$ cat config.mk
export PLATFORM = sky130hd
export DESIGN_NAME = vtpg_top
export DESIGN_NICKNAME = d
export VERILOG_FILES = /design/src/rtl/vtpg_pkg.sv /design/src/rtl/vtpg_timing.sv /design/src/rtl/vtpg_bars.sv /design/src/rtl/vtpg_pixgen.sv /design/src/rtl/vtpg_top.sv
export SDC_FILE = /design/constraint.sdc
export NUM_CORES = 1
export LEC_CHECK = 0
export ABC_CLOCK_PERIOD_IN_PS = 7650
export BUFFER_PORTS_ARGS = -buffer_cell sky130_fd_sc_hd__buf_2
export CAP_MARGIN = 30
export CORE_UTILIZATION = 45
export CTS_CLUSTER_DIAMETER = 120
export DETAILED_ROUTE_END_ITERATION = 6
export PLACE_DENSITY_LB_ADDON = 0.3
export SLEW_MARGIN = 20
export SYNTH_ARGS = -nofsm -noshare
export SYNTH_HDL_FRONTEND = slang
export SYNTH_HIERARCHICAL = 1
export SYNTH_SLANG_ARGS = --single-unit
$ cat constraint.sdc
create_clock -name clk -period 7.65 [get_ports clk]
set_clock_uncertainty 0.05 [all_clocks]
set_input_delay 0.765 -clock clk [delete_from_list [all_inputs] [get_ports clk]]
set_output_delay 0.765 -clock clk [all_outputs]
set_load 0.05 [all_outputs]
$ cat src/rtl/vtpg_pkg.sv
package vtpg_pkg;

    typedef enum logic [1:0] {
        ST_VBLANK = 2'd0,
        ST_HBLANK = 2'd1,
        ST_LINE   = 2'd2
    } tstate_e;

    typedef enum logic [1:0] {
        RAMP_OFF   = 2'd0,
        RAMP_COL   = 2'd1,
        RAMP_ROW   = 2'd2,
        RAMP_FRAME = 2'd3
    } ramp_e;

    localparam logic [2:0] SEL_LIVE = 3'd0;
    localparam logic [2:0] SEL_BARS = 3'd7;
    localparam int unsigned NUM_BARS = 8;

    // Grey level for a flat-field select code: code * full_scale / 7, floored.
    function automatic int unsigned flat_level(input logic [2:0] code, input int unsigned pw);
        int unsigned full;
        full = (32'd1 << pw) - 32'd1;
        return (32'(code) * full) / 32'd7;
    endfunction

endpackage

$ cat src/rtl/vtpg_timing.sv
module vtpg_timing
    import vtpg_pkg::*;
#(
    parameter int CNT_W = 16
) (
    input  logic             clk,
    input  logic             rst_n,
    input  logic             in_fv,
    input  logic             in_lv,
    output logic             frame_start,
    output logic             line_end,
    output logic [CNT_W-1:0] line_cnt,
    output logic [CNT_W-1:0] frame_cnt,
    output logic [CNT_W-1:0] frame_idx
);

    tstate_e state_q, state_d;
    logic    active_in;

    assign active_in = in_fv && in_lv;

    // State register
    always_ff @(posedge clk or negedge rst_n) begin
        if (!rst_n) state_q <= ST_VBLANK;
        else        state_q <= state_d;
    end

    // Next-state logic
    always_comb begin
        state_d = state_q;
        unique case (state_q)
            ST_VBLANK: begin
                if (active_in)  state_d = ST_LINE;
                else if (in_fv) state_d = ST_HBLANK;
            end
            ST_HBLANK: begin
                if (!in_fv)     state_d = ST_VBLANK;
                else if (in_lv) state_d = ST_LINE;
            end
            ST_LINE: begin
                if (!in_fv)     state_d = ST_VBLANK;
                else if (!in_lv) state_d = ST_HBLANK;
            end
            default:            state_d = ST_VBLANK;
        endcase
    end

    // Event outputs decoded from the state and the inputs
    always_comb begin
        frame_start = 1'b0;
        line_end    = 1'b0;
        unique case (state_q)
            ST_VBLANK: frame_start = in_fv;
            ST_LINE:   line_end    = !active_in;
            default: ;
        endcase
        frame_idx = frame_start ? frame_cnt + 1'b1 : frame_cnt;
    end

    // Counters
    always_ff @(posedge clk or negedge rst_n) begin
        if (!rst_n) begin
            line_cnt  <= '0;
            frame_cnt <= '0;
        end else begin
            if (frame_start) begin
                line_cnt  <= '0;
                frame_cnt <= frame_cnt + 1'b1;
            end else if (line_end) begin
                line_cnt  <= line_cnt + 1'b1;
            end
        end
    end

    p_line_clear_r7: assert property (@(posedge clk) disable iff (!rst_n)
        frame_start |=> (line_cnt == '0));

    p_line_step_r7: assert property (@(posedge clk) disable iff (!rst_n)
        line_end |=> (line_cnt == $past(line_cnt) + 1'b1));

    p_frame_step_r8: assert property (@(posedge clk) disable iff (!rst_n)
        frame_start |=> (frame_cnt == $past(frame_cnt) + 1'b1));

    p_frame_hold_r8: assert property (@(posedge clk) disable iff (!rst_n)
        !frame_start |=> $stable(frame_cnt));

endmodule

$ cat src/rtl/vtpg_bars.sv
module vtpg_bars
    import vtpg_pkg::*;
#(
    parameter int COORD_W = 11
) (
    input  logic [COORD_W-1:0] x,
    input  logic [COORD_W-1:0] width,
    output logic [2:0]         bar_idx
);

    localparam int EW    = COORD_W + 3;
    localparam int NTHR  = NUM_BARS - 1;

    logic [EW-1:0]   x8;
    logic [NTHR-1:0] past_thr;

    assign x8 = {x, 3'b000};

    // Bar k starts where 8*x reaches k*width; one comparator per boundary.
    for (genvar k = 1; k <= NTHR; k++) begin : g_thr
        logic [EW-1:0] thr;
        assign thr             = EW'(width) * EW'(k);
        assign past_thr[k-1]   = (x8 >= thr);
    end

    always_comb begin
        bar_idx = '0;
        for (int i = 0; i < NTHR; i++) begin
            bar_idx = bar_idx + 3'(past_thr[i]);
        end
    end

endmodule

$ cat src/rtl/vtpg_pixgen.sv
module vtpg_pixgen
    import vtpg_pkg::*;
#(
    parameter int PIX_W   = 10,
    parameter int COORD_W = 11,
    parameter int CNT_W   = 16
) (
    input  logic               clk,
    input  logic               rst_n,
    input  logic [2:0]         pat_sel,
    input  logic [1:0]         ramp_mode,
    input  logic               frame_start,
    input  logic               in_fv,
    input  logic               in_lv,
    input  logic [COORD_W-1:0] in_x,
    input  logic [COORD_W-1:0] in_y,
    input  logic [3*PIX_W-1:0] in_pix,
    input  logic [2:0]         bar_idx,
    input  logic [CNT_W-1:0]   frame_idx,
    output logic               out_fv,
    output logic               out_lv,
    output logic [3*PIX_W-1:0] out_pix,
    output logic               wb_unity
);

    localparam int PW3 = 3 * PIX_W;

    logic [2:0]     sel_q, eff_sel;
    ramp_e          ramp_q, eff_ramp;
    logic [PIX_W-1:0] ramp_val, flat_val;
    logic [PW3-1:0] bar_px, pix_d;
    logic           active_d;
    logic           primed_q;

    // Settings are captured only at a frame start; the start pixel already uses them.
    always_comb begin
        eff_sel  = frame_start ? pat_sel : sel_q;
        eff_ramp = frame_start ? ramp_e'(ramp_mode) : ramp_q;

        unique case (eff_ramp)
            RAMP_COL:   ramp_val = PIX_W'(in_x);
            RAMP_ROW:   ramp_val = PIX_W'(in_y);
            RAMP_FRAME: ramp_val = PIX_W'(frame_idx);
            default:    ramp_val = '0;
        endcase

        bar_px   = {{PIX_W{~bar_idx[1]}}, {PIX_W{~bar_idx[2]}}, {PIX_W{~bar_idx[0]}}};
        flat_val = PIX_W'(flat_level(eff_sel, PIX_W));

        if (eff_ramp != RAMP_OFF)      pix_d = {3{ramp_val}};
        else if (eff_sel == SEL_LIVE)  pix_d = in_pix;
        else if (eff_sel == SEL_BARS)  pix_d = bar_px;
        else                           pix_d = {3{flat_val}};

        active_d = (eff_sel != SEL_LIVE) || (eff_ramp != RAMP_OFF);
    end

    always_ff @(posedge clk or negedge rst_n) begin
        if (!rst_n) begin
            sel_q    <= SEL_LIVE;
            ramp_q   <= RAMP_OFF;
            out_fv   <= 1'b0;
            out_lv   <= 1'b0;
            out_pix  <= '0;
            wb_unity <= 1'b0;
            primed_q <= 1'b0;
        end else begin
            if (frame_start) begin
                sel_q  <= pat_sel;
                ramp_q <= ramp_e'(ramp_mode);
            end
            out_fv   <= in_fv;
            out_lv   <= in_lv;
            out_pix  <= pix_d;
            wb_unity <= active_d;
            primed_q <= 1'b1;
        end
    end

    p_cfg_hold_r6: assert property (@(posedge clk) disable iff (!rst_n)
        !frame_start |=> ($stable(sel_q) && $stable(ramp_q)));

    p_wb_flag_r5: assert property (@(posedge clk) disable iff (!rst_n)
        frame_start |=> (wb_unity == (($past(pat_sel) != 3'd0) || ($past(ramp_mode) != 2'd0))));

    p_pass_r1: assert property (@(posedge clk) disable iff (!rst_n)
        (primed_q && !wb_unity) |-> (out_pix == $past(in_pix)));

    p_valid_dly_r9: assert property (@(posedge clk) disable iff (!rst_n)
        primed_q |-> ((out_fv == $past(in_fv)) && (out_lv == $past(in_lv))));

endmodule

$ cat src/rtl/vtpg_top.sv
module vtpg_top
    import vtpg_pkg::*;
#(
    parameter int PIX_W   = 10,
    parameter int COORD_W = 11,
    parameter int CNT_W   = 16
) (
    input  logic                 clk,
    input  logic                 rst_n,
    input  logic [2:0]           pat_sel,
    input  logic [1:0]           ramp_mode,
    input  logic [COORD_W-1:0]   line_width,
    input  logic                 in_fv,
    input  logic                 in_lv,
    input  logic [COORD_W-1:0]   in_x,
    input  logic [COORD_W-1:0]   in_y,
    input  logic [3*PIX_W-1:0]   in_pix,
    output logic                 out_fv,
    output logic                 out_lv,
    output logic [3*PIX_W-1:0]   out_pix,
    output logic                 wb_unity,
    output logic [CNT_W-1:0]     line_cnt,
    output logic [CNT_W-1:0]     frame_cnt
);

    logic             frame_start, line_end;
    logic [CNT_W-1:0] frame_idx;
    logic [2:0]       bar_idx;

    vtpg_timing #(.CNT_W(CNT_W)) timing_i (
        .clk         (clk),
        .rst_n       (rst_n),
        .in_fv       (in_fv),
        .in_lv       (in_lv),
        .frame_start (frame_start),
        .line_end    (line_end),
        .line_cnt    (line_cnt),
        .frame_cnt   (frame_cnt),
        .frame_idx   (frame_idx)
    );

    vtpg_bars #(.COORD_W(COORD_W)) bars_i (
        .x       (in_x),
        .width   (line_width),
        .bar_idx (bar_idx)
    );

    vtpg_pixgen #(.PIX_W(PIX_W), .COORD_W(COORD_W), .CNT_W(CNT_W)) pixgen_i (
        .clk         (clk),
        .rst_n       (rst_n),
        .pat_sel     (pat_sel),
        .ramp_mode   (ramp_mode),
        .frame_start (frame_start),
        .in_fv       (in_fv),
        .in_lv       (in_lv),
        .in_x        (in_x),
        .in_y        (in_y),
        .in_pix      (in_pix),
        .bar_idx     (bar_idx),
        .frame_idx   (frame_idx),
        .out_fv      (out_fv),
        .out_lv      (out_lv),
        .out_pix     (out_pix),
        .wb_unity    (wb_unity)
    );

endmodule

==> out/results.ini, run 1 <==
[timing]
whs_ps=425
relSlewSlack=0.440
finalCriticalPeriod_ps=6180
hold_viol_final=0
fmax_ghz=0.162
period_share=0.808
setup_tns_ps=0
rsz0062_at_grt=false
setup-violations-final=0
final_max_slew_viol_count=0
worst_pin_slew_ps=817

[clock_tree]
clk_latency_ps=340
clk_pin_slew_ps=70
cts_tree=yes
root_buffer=clkbuf_16
htreeDepth=3
post_cts_buffers=0
clock_sinks=72
postCtsResizedCells=0
cts_hold_buf=0
cts_made_buffers=9
cts_buffer_depth=2

[floorplanning]
die_w_um=129
initial_utilization=0.458
rows=46
fp.dieArea_um2=16600
core_area_um2=15800
ioPinCount=137
die_h_um=129

[logic_synthesis]
synth-simple-area-share=0.150
netlist_instances=745
synth-adder-area-share=0.277
synth_xor_area_frac=0.0544
synth-seq-cells=72
ys_seq_area_frac=0.249
synth_edf_count=0
synth_cell_type_count=76
synth.net_count=963
synth_area_um2=7250
syn_avg_cell_area_um2=9.73
synth_compound_area_frac=0.200
synth_top_family_by_area=adder cells
synth_warnings=6
synth_ff_type=dfrtp_1
synth_mux_area_frac=0.0328
synthArstFlopShare=1.00

[global_routing]
first_global_vias=6056
grt_overflow_total=0
grt_pass1_wl_um=29600
grt_antenna_before_repair=0
grt_max_degree=73
grt_usage=0.227

[drt]
drt_iter0_drc=441
first_pass_iters=5
wirelength_um=18500
vias=6299
wl_per_cell_um=16.8
drc=0
via_per_inst=5.72
ant_nets=0

[critical_path]
worst-path-max-fanout=8
reg2regPathDepth=15
crit_start=line_width[3]
worstPathCellList=buf_2 > fa_1 > ha_1 > a21o_1 > a21oi_1 > o21ai_0 > a21oi_1 > xor2_1 > ha_1 > a21oi_1 > o21ai_0 > a21o_1 > a2111oi_0 > o21bai_1 > fa_1 > fa_1 > fa_1 > mux2i_1 > a21oi_1 > nor2_1 > a211o_1
rr_endpoint=pixgen_i/out_pix[0]
worstSetupPathType=in2reg
cpPeakStageDelay_ps=610
cp-start-kind=input port
worstPathArrival_ps=6350
reg2reg_from=timing_i/state_q[1]
end_kind=register
r2r_slack_ps=2180
required_ps=7830
cp_slowest_cell=fa_1

[power_and_ir_drop]
max-vdd-ir-drop_mv=0.149
p_per_area_nw_per_um2=241
leakagePower_nw=4.25

[placement]
hpwl_um=14800
dp_cells=1085
numPortBuffers=135
place_congestion=0.869

[hold_path]
hold_path_class=in2async

[layout]
final_cell_count_no_fill=1102
area_delta_synth_final_pct=16.4
nNetsFinal=1099
drive_gt1_frac=0.200
insertedDiodeCount=0
fillCellCount=1439

[outcome]
outcome=complete, no violations

[job]
cap_violations=0

==> cell families (layout without fill, tap and decap cells) <==
kind of cell	count (synthesis)	in the layout
AO/OA/AOI/OAI	208	208
multiplexers	20	20
buffers and inverters	55	196
AND/OR/NAND/NOR	199	199
flip-flops	72	72
adder cells (fa/ha/maj)	146	146
XOR/XNOR	45	45
==> per-stage QoR <==
step / power [W] / utilization / cell area (um^2) / worst slack, ps
2_1_floorplan: 0.00132 / - / 7250 / 1920
3_3_place_gp: 0.00158 / 0.512 / 8100 / 1230
3_5_place_dp: 0.00159 / 0.512 / 8100 / 1170
4_1_cts: 0.00204 / 0.531 / 8410 / 1510
5_1_grt: 0.00218 / 0.533 / 8430 / 1160
6_report: 0.00204 / 0.533 / 8430 / 1470
==> metal layers <==
metal | track usage | wire (um) | vias up
li1 | - | - | 3068
met1 | 0.288 | 8420 | 3016
met2 | 0.400 | 8850 | 193
met3 | 0.0316 | 952 | 22
met4 | 0.0651 | 281 | 0
met5 | 0 | 0 | -
==> registers in the layout, indices dropped and copies added (netlist names) <==
| register | count |
|---|---|
| timing_i/state_q | 2 |
| pixgen_i/out_pix | 30 |
| pixgen_i/ramp_q | 2 |
| pixgen_i/wb_unity | 1 |
| pixgen_i/out_fv | 1 |
| pixgen_i/out_lv | 1 |
| timing_i/frame_cnt | 16 |
| pixgen_i/sel_q | 3 |
| timing_i/line_cnt | 16 |
==> final cells by class <==
class / count / area (um^2) / share of cell area
clock buffer: 9 / 225 / 0.0267
clock inverter: 7 / 85.1 / 0.0101
inverter: 41 / 156 / 0.0185
multi-input combinational: 618 / 5170 / 0.614
sequential: 72 / 1800 / 0.214
tap: 216 / 270 / 0.0321
timing repair buffer: 139 / 718 / 0.0852
==> critical path: cells and delay by family <==
kind / cells / cell delay, ps
adders and majority gates: 6 / 2600
AOI/OAI and AO/OA: 11 / 2370
buffers and inverters: 1 / 220
xor gates and xnor gates: 1 / 170
muxes: 1 / 110
and+or+nand+nor: 1 / 90
==> report_power, final <==
group | internal (W) | switching, W
clock network | 0.000259 | 0.000182
registers | 0.000454 | 0.0000448
logic | 0.000378 | 0.000717
total | 0.00109 | 0.000944
==> worst max-delay path by stage <==
stage                      endpoint  slack [ps]
6_report       pixgen_i/out_pix[24]        1470
5_1_grt        pixgen_i/out_pix[24]        1160
4_1_cts        pixgen_i/out_pix[27]        1510
3_5_place_dp   pixgen_i/out_pix[27]        1170
3_3_place_gp   pixgen_i/out_pix[27]        1230
2_1_floorplan  pixgen_i/out_pix[21]        1920
==> cells in the final DEF, fill, tap and decap left out, drive strengths merged, types with 5 or more instances in the layout <==
cell	Yosys	routed
nor2	30	30
xor2	21	21
a21oi	48	48
a31oi	5	5
o211ai	5	5
nor2b	10	10
and3	10	10
clkbuf	1	9
inv	41	45
buf	13	139
nand4	13	13
nor4	10	10
nand2b	10	10
a211o	27	27
ha	122	122
a2111oi	7	7
nand3	14	14
and4	5	5
fa	24	24
dfrtp	72	72
a21o	23	23
or2	5	5
nand2	50	50
a211oi	9	9
o21ai	41	41
or3	5	5
o21bai	7	7
nor3	13	13
xnor2	24	24
mux2i	20	20
==> cell usage after synthesis (6+ instances only) <==
| master | number | share of area |
|---|---|---|
| and3_1 | 8 | 0.0069 |
| nand4_1 | 13 | 0.011 |
| a211oi_1 | 9 | 0.0093 |
| ha_1 | 122 | 0.21 |
| nand2b_1 | 10 | 0.0086 |
| o21ai_1 | 10 | 0.0069 |
| nand2_1 | 50 | 0.026 |
| o21ai_0 | 30 | 0.021 |
| nor2b_1 | 10 | 0.0086 |
| xor2_1 | 21 | 0.025 |
| nor3_1 | 13 | 0.0090 |
| nand3_1 | 13 | 0.0090 |
| inv_1 | 39 | 0.020 |
| nor4_1 | 10 | 0.0086 |
| xnor2_1 | 24 | 0.029 |
| buf_2 | 7 | 0.0048 |
| a21oi_1 | 47 | 0.032 |
| a2111oi_0 | 6 | 0.0073 |
| dfrtp_1 | 72 | 0.25 |
| a21o_1 | 23 | 0.024 |
| o21bai_1 | 7 | 0.0073 |
| nor2_1 | 30 | 0.016 |
| a211o_1 | 27 | 0.033 |
| mux2i_1 | 17 | 0.023 |
| fa_1 | 24 | 0.066 |
Power figures use the tool's default switching activity.
==> run 2: changes to the inputs <==
--- a/config.mk
+++ b/config.mk
@@ -5,7 +5,7 @@
 export SDC_FILE = /design/constraint.sdc
 export NUM_CORES = 1
 export LEC_CHECK = 0
-export ABC_CLOCK_PERIOD_IN_PS = 7650
+export ABC_CLOCK_PERIOD_IN_PS = 5700
 export BUFFER_PORTS_ARGS = -buffer_cell sky130_fd_sc_hd__buf_2
 export CAP_MARGIN = 30
 export CORE_UTILIZATION = 45
==> constraint.sdc (replaced) <==
create_clock -name clk -period 5.7 [get_ports clk]
set_clock_uncertainty 0.05 [all_clocks]
set_input_delay 0.57 -clock clk [delete_from_list [all_inputs] [get_ports clk]]
set_output_delay 0.57 -clock clk [all_outputs]
set_load 0.05 [all_outputs]
==> run 2 against run 1 <==
  * Routed wire length increased by 3.1%
  * Sequential power increased by 35%
  * Via count increased by 3.7%
  * Final area increased by 7.0%
  * Clock power increased by 40%
  * First-iteration DRC count decreased by 38%
  * Register-to-register slack got worse by 1700 ps
  * Core utilization increased by 3.7 points
  * Combinational power increased by 49%
  * Non-clock buffer count increased by 60
  * Count of clock-buffer cells in the layout increased by 3
  * Cell count increased by 5.4%
  * Critical path type unchanged
==> out/results.ini, run 2 (synthesized netlist as in run 1, its figures left out) <==
[outcome]
outcome=complete, no violations

[global_routing]
grt_usage=0.232  ; +0.00547
first_global_vias=6171  ; +1.9%
grt_antenna_before_repair=1  ; +1
grt_overflow_total=0  ; unchanged
grt_max_degree=73  ; unchanged
grt_pass1_wl_um=30200  ; +2.1%

[timing]
hold_viol_final=0  ; unchanged
relSlewSlack=0.587  ; +0.147
setup-violations-final=0  ; unchanged
period_share=0.977
fmax_ghz=0.180
whs_ps=176  ; -249 ps
finalCriticalPeriod_ps=5570
worst_pin_slew_ps=613  ; -204 ps
final_max_slew_viol_count=0  ; unchanged

[drt]
drt_iter0_drc=272  ; -38%
wirelength_um=19100  ; +3.1%
vias=6530  ; +3.7%
wl_per_cell_um=16.4  ; -2.2%
first_pass_iters=5  ; unchanged
drc=0  ; unchanged
ant_nets=0  ; unchanged
via_per_inst=5.62  ; -1.7%

[clock_tree]
cts_buffer_depth=2  ; unchanged
cts_made_buffers=9  ; unchanged
root_buffer=clkbuf_16
clk_latency_ps=330  ; about the same
htreeDepth=3  ; unchanged
cts_hold_buf=0  ; unchanged
clock_sinks=72  ; unchanged
clk_pin_slew_ps=60  ; about the same
cts_tree=yes

[layout]
nNetsFinal=1159  ; +5.5%
fillCellCount=1368  ; -4.9%
top_register=pixgen_i/out_pix
regArea_um2=1800  ; unchanged
multi_input_area_um2=5290  ; +2.2%
final_cell_mix=buf_2 (135), ha_1 (121), dfrtp_1 (72)
insertedDiodeCount=0  ; unchanged
drive_gt1_frac=0.267  ; +0.0677
final_common_cell=buf_2
largestRegisters=pixgen_i/out_pix x30, timing_i/frame_cnt x16, timing_i/line_cnt x16
largest_reg_flops=30  ; unchanged
area_delta_synth_final_pct=24.5

[floorplanning]
ioPinCount=137  ; unchanged
initial_utilization=0.458  ; unchanged
die_w_um=129  ; unchanged
die_h_um=129  ; unchanged
rows=46  ; unchanged
fp.dieArea_um2=16600  ; unchanged
core_area_um2=15800  ; unchanged

[critical_path]
cp-start-kind=input port
required_ps=5860  ; -1970 ps
crit_start=line_width[0]
end_kind=register
worstSetupPathType=in2reg
worstPathArrival_ps=5730  ; -620 ps
worst-path-max-fanout=4  ; -4
reg2reg_from=timing_i/state_q[1]

[placement]
place_congestion=0.850  ; -2.3%
numPortBuffers=135  ; unchanged
hpwl_um=15200  ; +2.5%

[power_and_ir_drop]
leakagePower_nw=4.58  ; +7.7%
p_per_area_nw_per_um2=323  ; +34%
p_total_w=0.00291  ; +43%
max-vdd-ir-drop_mv=0.249  ; +68%

[job]
cap_violations=0  ; unchanged

[hold_path]
hold_path_class=in2async

[run 2: cell count changes in the layout (fill, tap and decap cells not counted), sizes merged]
cell / previous run / this run
clkbuf: 9 / 12
bufinv: 1 / 2
clkinv: 0 / 1
inv: 45 / 41
clkinvlp: 2 / 1
buf: 139 / 199
[run 2: worst paths after layout]
path                       slack [ps]                endpoint  cells past startpoint
min                               180    pixgen_i/out_pix[29]                      2
min reg2reg                       410  timing_i/frame_cnt[15]                      1
max in group asynchronous        4890    timing_i/line_cnt[7]                      3
max                               130    pixgen_i/out_pix[24]                     20
max reg2reg                       460    pixgen_i/out_pix[20]                     15
min in group clk                  340         pixgen_i/out_lv                      1
[run 2: worst max-delay path, cell delays in order]
cell and delay [ps]:
buf_2 120, fa_1 540, ha_1 170, inv_1 60, fa_1 400, buf_4 150, xor2_1 150, ha_1 290
and4b_1 180, o21ai_0 380, a211oi_2 160, a2111oi_4 350, o21bai_2 120, fa_1 500, fa_2 420, fa_2 600
mux2i_1 90, a21oi_1 130, nor2_1 80, a211o_1 260
[run 2: layout make-up]
class,count,share of cell area
multi-input cells,618,0.586
flip-flops and latches,72,0.200
repair buffers,199,0.130
well taps,216,0.0300
clock buffers,12,0.0284
inverters,41,0.0173
clock inverters,4,0.00846
[run 2: per-stage QoR]
step / utilization / instance area, um^2 / setup TNS (ps) / std cells / setup WS [ps]
4_1_cts: 0.561 / 8880 / 0 / 1160 / 26.8
6_report: 0.570 / 9020 / 0 / 1162 / 130
3_5_place_dp: 0.540 / 8540 / -3700 / 1144 / -309
5_1_grt: 0.570 / 9020 / -134 / 1162 / -52.0
3_3_place_gp: 0.540 / 8540 / -3310 / 1144 / -294
2_1_floorplan: - / 7250 / 0 / 745 / 160
[run 2: what timing repair did]
item | in CTS | in global routing
setup endpoints to repair | 1 | 21
pin swaps | 0 | 12
resized for setup | 1 | 24
setup buffers | 0 | 1
[run 2: layer usage]
metal	part of all wire	up-vias	GRT usage
li1	-	3183	-
met1	0.44	3124	0.293
met2	0.49	198	0.411
met3	0.056	23	0.0428
met4	0.016	2	0.0512
met5	0.00058	-	0
[run 2: report_power, final]
| group | switching, W | internal, W |
|---|---|---|
| Sequential | 0.0000623 | 0.000611 |
| Clock | 0.000211 | 0.000408 |
| Combinational | 0.00101 | 0.000615 |
